==> config.mk <==
export PLATFORM = sky130hd
export DESIGN_NAME = pfd_lock_monitor
export DESIGN_NICKNAME = d
export VERILOG_FILES = /design/src/rtl/pfd_lock_pkg.sv /design/src/rtl/pfd_edge_core.sv /design/src/rtl/pfd_unlock_mon.sv /design/src/rtl/pfd_pump_drive.sv /design/src/rtl/pfd_lock_monitor.sv
export SDC_FILE = /design/constraint.sdc
export NUM_CORES = 1
export LEC_CHECK = 0
export ABC_AREA = 1
export BUFFER_PORTS_ARGS = -buffer_cell sky130_fd_sc_hd__buf_2
export CAP_MARGIN = 20
export CORE_MARGIN = 4
export CORE_UTILIZATION = 49
export CTS_CLUSTER_DIAMETER = 80
export DETAILED_ROUTE_END_ITERATION = 6
export HOLD_SLACK_MARGIN = 0.08
export PLACE_DENSITY_LB_ADDON = 0.15
export SLEW_MARGIN = 0
export SYNTH_ARGS = -nofsm -noshare
export SYNTH_HDL_FRONTEND = slang
export SYNTH_SLANG_ARGS = --single-unit
==> constraint.sdc <==
create_clock -name clk -period 1.53 [get_ports clk]
set_input_delay 0.153 -clock clk [delete_from_list [all_inputs] [get_ports clk]]
set_output_delay 0.153 -clock clk [all_outputs]
set_load 0.01 [all_outputs]
==> src/rtl/pfd_lock_pkg.sv <==
package pfd_lock_pkg;
  typedef enum logic [1:0] {
    UNL_OFF    = 2'b00,
    UNL_RAW    = 2'b01,
    UNL_NARROW = 2'b10,
    UNL_WIDE   = 2'b11
  } unl_sel_e;

  localparam int PUMP_MAIN  = 0;
  localparam int PUMP_AUX   = 1;
  localparam int PUMP_COUNT = 2;
endpackage

==> src/rtl/pfd_edge_core.sv <==
module pfd_edge_core #(
  parameter int CNT_W = 9
) (
  input  logic             clk,
  input  logic             rst,
  input  logic             en,
  input  logic             ref_edge,
  input  logic             fb_edge,
  output logic             lead_fb,
  output logic             lead_ref,
  output logic             active,
  output logic             pulse_end,
  output logic [CNT_W-1:0] err_cnt
);
  localparam logic [CNT_W-1:0] CNT_MAX = '1;

  logic nxt_fb, nxt_ref, nxt_active;

  always_comb begin
    nxt_fb  = lead_fb  | fb_edge;
    nxt_ref = lead_ref | ref_edge;
    if (nxt_fb && nxt_ref) begin
      nxt_fb  = 1'b0;
      nxt_ref = 1'b0;
    end
    if (!en) begin
      nxt_fb  = 1'b0;
      nxt_ref = 1'b0;
    end
    nxt_active = nxt_fb | nxt_ref;
  end

  assign active    = lead_fb | lead_ref;
  assign pulse_end = active & ~nxt_active;

  always_ff @(posedge clk) begin
    if (rst) begin
      lead_fb  <= 1'b0;
      lead_ref <= 1'b0;
      err_cnt  <= '0;
    end else begin
      lead_fb  <= nxt_fb;
      lead_ref <= nxt_ref;
      if (!nxt_active)
        err_cnt <= '0;
      else if (err_cnt != CNT_MAX)
        err_cnt <= err_cnt + 1'b1;
    end
  end

  // one side may lead at a time
  a_r2_single_lead: assert property (@(posedge clk) disable iff (rst)
    !(lead_fb && lead_ref));

  // counter restarts from one on a fresh error
  a_r2_fresh_count: assert property (@(posedge clk) disable iff (rst)
    (!active && (lead_fb || lead_ref || fb_edge || ref_edge) && en && !(fb_edge && ref_edge))
      |=> (err_cnt == 1));

  // no pending edge survives inhibit
  a_r3_idle_off: assert property (@(posedge clk) disable iff (rst)
    !en |=> !active);
endmodule

==> src/rtl/pfd_unlock_mon.sv <==
module pfd_unlock_mon
  import pfd_lock_pkg::*;
#(
  parameter int THR_NARROW    = 140,
  parameter int THR_WIDE      = 278,
  parameter int CNT_W         = 9,
  parameter int STRETCH_TICKS = 2
) (
  input  logic             clk,
  input  logic             rst,
  input  logic             en,
  input  logic [1:0]       sel,
  input  logic             active,
  input  logic             pulse_end,
  input  logic [CNT_W-1:0] err_cnt,
  input  logic             ms_tick,
  output logic             unlock_low,
  output logic             sub_unl
);
  localparam int SW = (STRETCH_TICKS < 2) ? 1 : $clog2(STRETCH_TICKS + 1);
  localparam logic [SW-1:0]    STRETCH_LOAD = SW'(STRETCH_TICKS);
  localparam logic [CNT_W-1:0] THR_N = CNT_W'(THR_NARROW);
  localparam logic [CNT_W-1:0] THR_W = CNT_W'(THR_WIDE);

  unl_sel_e         mode;
  logic [CNT_W-1:0] thr;
  logic             thr_mode;
  logic             over;
  logic             unl_now;
  logic [SW-1:0]    stretch;

  assign mode     = unl_sel_e'(sel);
  assign thr_mode = (mode == UNL_NARROW) || (mode == UNL_WIDE);

  always_comb begin
    case (mode)
      UNL_WIDE: thr = THR_W;
      default:  thr = THR_N;
    endcase
  end

  assign over = en & thr_mode & active & (err_cnt > thr);

  always_ff @(posedge clk) begin
    if (rst || !en) begin
      unl_now    <= 1'b0;
      stretch    <= '0;
      unlock_low <= 1'b0;
    end else begin
      if (!thr_mode)
        unl_now <= 1'b0;
      else if (over)
        unl_now <= 1'b1;
      else if (pulse_end)
        unl_now <= 1'b0;

      if (!thr_mode)
        stretch <= '0;
      else if (over)
        stretch <= STRETCH_LOAD;
      else if (ms_tick && (stretch != '0))
        stretch <= stretch - 1'b1;

      case (mode)
        UNL_OFF: unlock_low <= 1'b0;
        UNL_RAW: unlock_low <= active;
        default: unlock_low <= over | (stretch != '0);
      endcase
    end
  end

  always_comb begin
    case (mode)
      UNL_OFF: sub_unl = 1'b0;
      UNL_RAW: sub_unl = active;
      default: sub_unl = unl_now | over;
    endcase
  end

  // monitor off never pulls the pin
  a_r5_off_quiet: assert property (@(posedge clk) disable iff (rst)
    (mode == UNL_OFF) |=> !unlock_low);

  // an over-threshold cycle is flagged on the next cycle
  a_r7_flag_on_over: assert property (@(posedge clk) disable iff (rst)
    (over && en) |=> unlock_low);

  // every over-threshold cycle reloads the stretch
  a_r8_reload: assert property (@(posedge clk) disable iff (rst)
    (over && en) |=> (stretch == STRETCH_LOAD));

  // the stretch only shrinks on a tick
  a_r8_tick_only: assert property (@(posedge clk) disable iff (rst)
    (en && thr_mode && !over && !ms_tick) |=> $stable(stretch));
endmodule

==> src/rtl/pfd_pump_drive.sv <==
module pfd_pump_drive
  import pfd_lock_pkg::*;
(
  input  logic                  clk,
  input  logic                  rst,
  input  logic                  en,
  input  logic                  force_low,
  input  logic                  lead_fb,
  input  logic                  lead_ref,
  input  logic [PUMP_COUNT-1:0] gate,
  output logic [PUMP_COUNT-1:0] drv_hi,
  output logic [PUMP_COUNT-1:0] drv_lo
);
  for (genvar p = 0; p < PUMP_COUNT; p++) begin : g_pump
    always_ff @(posedge clk) begin
      if (rst || !en) begin
        drv_hi[p] <= 1'b0;
        drv_lo[p] <= 1'b0;
      end else if (force_low) begin
        drv_hi[p] <= 1'b0;
        drv_lo[p] <= 1'b1;
      end else begin
        drv_hi[p] <= gate[p] & lead_fb;
        drv_lo[p] <= gate[p] & lead_ref;
      end
    end

    // a pump never drives both ways
    a_r1_no_contention: assert property (@(posedge clk) disable iff (rst)
      $onehot0({drv_hi[p], drv_lo[p]}));
  end

  // inhibit releases every pump
  a_r3_inhibit: assert property (@(posedge clk) disable iff (rst)
    !en |=> (drv_hi == '0) && (drv_lo == '0));

  // force parks every pump low
  a_r4_force: assert property (@(posedge clk) disable iff (rst)
    (en && force_low) |=> (drv_lo == '1) && (drv_hi == '0));
endmodule

==> src/rtl/pfd_lock_monitor.sv <==
module pfd_lock_monitor
  import pfd_lock_pkg::*;
#(
  parameter int THR_NARROW    = 140,
  parameter int THR_WIDE      = 278,
  parameter int STRETCH_TICKS = 2
) (
  input  logic       clk,
  input  logic       rst,
  input  logic       pll_en,
  input  logic       ref_edge,
  input  logic       fb_edge,
  input  logic       ms_tick,
  input  logic [1:0] unl_sel,
  input  logic       sub_en,
  input  logic       sub_always,
  input  logic       force_low,
  output logic       pump_hi,
  output logic       pump_lo,
  output logic       aux_hi,
  output logic       aux_lo,
  output logic       unlock_low
);
  localparam int THR_MAX = (THR_WIDE > THR_NARROW) ? THR_WIDE : THR_NARROW;
  localparam int CNT_W   = $clog2(THR_MAX + 2);

  logic                  lead_fb, lead_ref, active, pulse_end;
  logic [CNT_W-1:0]      err_cnt;
  logic                  sub_unl;
  logic [PUMP_COUNT-1:0] gate, drv_hi, drv_lo;

  pfd_edge_core #(.CNT_W(CNT_W)) u_core (
    .clk       (clk),
    .rst       (rst),
    .en        (pll_en),
    .ref_edge  (ref_edge),
    .fb_edge   (fb_edge),
    .lead_fb   (lead_fb),
    .lead_ref  (lead_ref),
    .active    (active),
    .pulse_end (pulse_end),
    .err_cnt   (err_cnt)
  );

  pfd_unlock_mon #(
    .THR_NARROW    (THR_NARROW),
    .THR_WIDE      (THR_WIDE),
    .CNT_W         (CNT_W),
    .STRETCH_TICKS (STRETCH_TICKS)
  ) u_mon (
    .clk        (clk),
    .rst        (rst),
    .en         (pll_en),
    .sel        (unl_sel),
    .active     (active),
    .pulse_end  (pulse_end),
    .err_cnt    (err_cnt),
    .ms_tick    (ms_tick),
    .unlock_low (unlock_low),
    .sub_unl    (sub_unl)
  );

  assign gate[PUMP_MAIN] = 1'b1;
  assign gate[PUMP_AUX]  = sub_en & (sub_always | sub_unl);

  pfd_pump_drive u_drive (
    .clk       (clk),
    .rst       (rst),
    .en        (pll_en),
    .force_low (force_low),
    .lead_fb   (lead_fb),
    .lead_ref  (lead_ref),
    .gate      (gate),
    .drv_hi    (drv_hi),
    .drv_lo    (drv_lo)
  );

  assign pump_hi = drv_hi[PUMP_MAIN];
  assign pump_lo = drv_lo[PUMP_MAIN];
  assign aux_hi  = drv_hi[PUMP_AUX];
  assign aux_lo  = drv_lo[PUMP_AUX];

  // auxiliary pump disabled stays quiet
  a_r9_aux_off: assert property (@(posedge clk) disable iff (rst)
    (!sub_en && !force_low) |=> !(aux_hi || aux_lo));

  // continuous auxiliary pump mirrors the main pump
  a_r10_mirror: assert property (@(posedge clk) disable iff (rst)
    (sub_en && sub_always) |=> (aux_hi == pump_hi) && (aux_lo == pump_lo));
endmodule

==> results.yml <==
global_routing:
  grt_pass1_vias: 931
  antenna_found_initial: 0
  grt_start_max_net_pins: 12
  grt_pass1_wl_um: 3670
  grt_usage_pct: 17.9
  grt-ovfl-total: 0
floorplan:
  die_area_um2: 2820
  pin_count: 16
  start_util_pct: 51.3
  rows: 16
  fp.coreArea_um2: 1940
  dieWidth_um: 53.1
  dieHeight_um: 53.1
synth:
  synth_top_cell_by_area: "dfxtp_1"
  synth_nets: 164
  async_flop_share_pct: 0
  yosysWarnings: 0
  synth_cell_type_count: 18
  netlist_instances: 147
  syn_avg_cell_area_um2: 6.78
  synth_top_area_share_pct: 38.2
  synthTopCellsByArea: "dfxtp_1 (38%), nand2_1 (11%), inv_1 (9.8%), nor2_1 (8.3%), ha_1 (7.5%)"
  yosysMostFrequentCell: "nand2_1"
  ys_seq_elements: 19
  ys_seq_area_share_pct: 38.2
  syn_area_um2: 996
  synth-edff-count: 0
  synth_top_flop_cell: "dfxtp_1"
  synth_commonest_cells: "nand2_1 (29), inv_1 (26), nor2_1 (22)"
layout:
  drive_gt1_share_pct: 31.3
  syn_to_final_growth_pct: 36.1
  antenna_cells: 0
  nets: 200
  final_util_pct: 69.8
sta:
  setup_tns_ns: -0.597
  setup_ws_ns: -0.149
  worstMarginPinSlew_ns: 0.296
  maxSlewHeadroom_pct: 80.2
  hold_viol_final: 0
  fin_crit_ns: 1.68
  period_share_pct: 110
  grt_setup_unrepaired: "true"
  max_freq_mhz: 596
  drv_slew: 0
  finalSetupViolCount: 12
  skew_ns: 0.0105
detailed_routing:
  wl_per_cell_um: 11.4
  first_iter_violations: 31
  final_antenna_net_count: 0
  drt_wl_total_um: 2390
  viasPerCell: 4.84
  drc_errors: 0
  vias: 1012
  drtPass1Iterations: 5
pwr:
  leakage_uw: 0.000633
  peakVddDrop_v: 0.000486
  power_density_nw_per_um2: 633
worst_setup_path:
  path_max_fanout: 4
  critPathKind: "reg -> reg"
  reg2reg_depth: 12
  crit_required_ns: 1.74
  slowest_stage: "dfxtp_4"
  cp-start-kind: "flop"
  regToRegSetupSlack_ns: -0.15
  r2r_end: "u_core.err_cnt[7]$_SDFFE_PP0P_"
  slowest_delay_ns: 0.37
  crit_chain: "ha_4 -> nand2_4 -> nor3_2 -> nand2_1 -> nor2_2 -> ha_4 -> nor2_4 -> nand3_4 -> nor2_4 -> nand3_2 -> o21ai_1 -> a21oi_1"
  end_kind: "flop"
  cp.arrival_ns: 1.88
  r2r-start: "u_core.err_cnt[1]$_SDFFE_PP0P_"
place:
  dp_slack_ns: -0.130
  dp_hpwl_um: 1740
  place_congestion: 0.839
  io_buffers: 15
clock_network:
  cts_buffers: 3
  clkLatencyLatePin_ns: 0.30
  cts_sinks: 19
  cts.path.max_buffers: 2
  cts_tree: "done"
  cts_root_buffer: "clkbuf_4"
  path_clk_slew_ns: 0.12
  cts.htree.levels: 1
min_path:
  min-delay-start: "sub_en"
  worstHoldPathCells: 3
  hold_end: "u_drive.drv_hi[1]$_SDFF_PP0_"
  hold_class: "in -> reg"
status:
  run_status: "finished, violations left"
  violations: "negative setup slack"
job:
  max_cap_viol_count: 0
==> power by group <==
group / leakage [µW] / switching (µW) / internal (µW)
logic: 0.000460 / 56.4 / 43.5
registers: 0.000155 / 3.28 / 499
clock network: 0.0000177 / 158 / 97.4
==> metrics by stage <==
step,instances,total power (µW),cell area [µm²],hold WS [ns]
after detailed placement,197,602,1200,0.351
final,209,858,1360,0.0952
after global routing,209,898,1360,0.101
after floorplan,147,563,1030,0.225
after global placement,197,599,1200,0.340
after CTS,205,853,1270,0.103
==> per-layer routing <==
layer / share of wire [%] / wire length, µm / global-route usage, % / vias up
met5: 0 / 0 / 0 / -
met4: 2.1 / 50 / 9.79 / 0
met3: 5.4 / 130 / 2.54 / 6
met2: 52 / 1240 / 31.4 / 26
li1: - / - / - / 532
met1: 40 / 965 / 20.6 / 448
==> how the worst max path moves through the flow <==
stage / from / endpoint / slack [ns] / depth (start not counted)
after global placement: u_core.err_cnt[0]$_SDFFE_PP0P_ / u_core.err_cnt[7]$_SDFFE_PP0P_ / -0.05 / 12
final: u_core.err_cnt[1]$_SDFFE_PP0P_ / u_core.err_cnt[7]$_SDFFE_PP0P_ / -0.15 / 12
after CTS: u_core.err_cnt[0]$_SDFFE_PP0P_ / u_core.err_cnt[7]$_SDFFE_PP0P_ / -0.12 / 12
after detailed placement: u_core.err_cnt[0]$_SDFFE_PP0P_ / u_core.err_cnt[7]$_SDFFE_PP0P_ / -0.13 / 12
after global routing: u_core.err_cnt[0]$_SDFFE_PP0P_ / u_core.err_cnt[5]$_SDFFE_PP0P_ / -0.24 / 12
after floorplan: u_core.err_cnt[1]$_SDFFE_PP0P_ / u_core.err_cnt[7]$_SDFFE_PP0P_ / -0.03 / 12
==> area by class of cell <==
type	instances	area (µm²)
clock buffer	3	22.5
clock inverter	1	5.00
fill	166	587
inverter	29	109
multi-input combinational	99	594
sequential	19	387
tap	27	33.8
timing repair buffer	31	204
==> state kept, by name (all words and copies together), names as in the netlist <==
| signal | flops |
|---|---|
| u_drive.drv_lo | 2 |
| u_mon.unl_now | 1 |
| u_mon.unlock_low | 1 |
| u_core.lead_fb | 1 |
| u_drive.drv_hi | 2 |
| u_mon.stretch | 2 |
| u_core.err_cnt | 9 |
| u_core.lead_ref | 1 |
==> placed cells by master, fill, tap and decap left out, types with 4 or more instances in the layout <==
master / n
a21oi_1: 9
buf_2: 15
buf_4: 13
dfxtp_1: 16
inv_1: 25
nand2_1: 27
nand2_2: 5
nand3_1: 8
nor2_1: 19
o21ai_1: 4
==> kinds of logic (layout without fill, tap and decap cells) <==
group           after synthesis  after routing  synth area share (%)
simple gates                 73             73                  31.7
buf+inv                      29             64                  10.9
flops                        19             19                  38.2
compound gates               18             18                  9.92
fa+ha+maj                     6              6                  7.54
xor+xnor                      2              2                  1.76
==> worst max-delay path, delay by kind of cell (launching register included) <==
kind,cells,cell delay [ns]
AND/OR/NAND/NOR,8,0.71
AO/OA/AOI/OAI,2,0.17
flip-flops,1,0.37
adder cells (fa/ha/maj),2,0.33
==> timing repair <==
action,4_1_cts,5_1_grt
endpoints found under the setup margin,8,15
resized for setup,2,12
hold buffers,2,0
pin swaps,9,11
hold endpoints to repair,3,0
setup buffers,2,4
(Power assumes the default switching activity.)
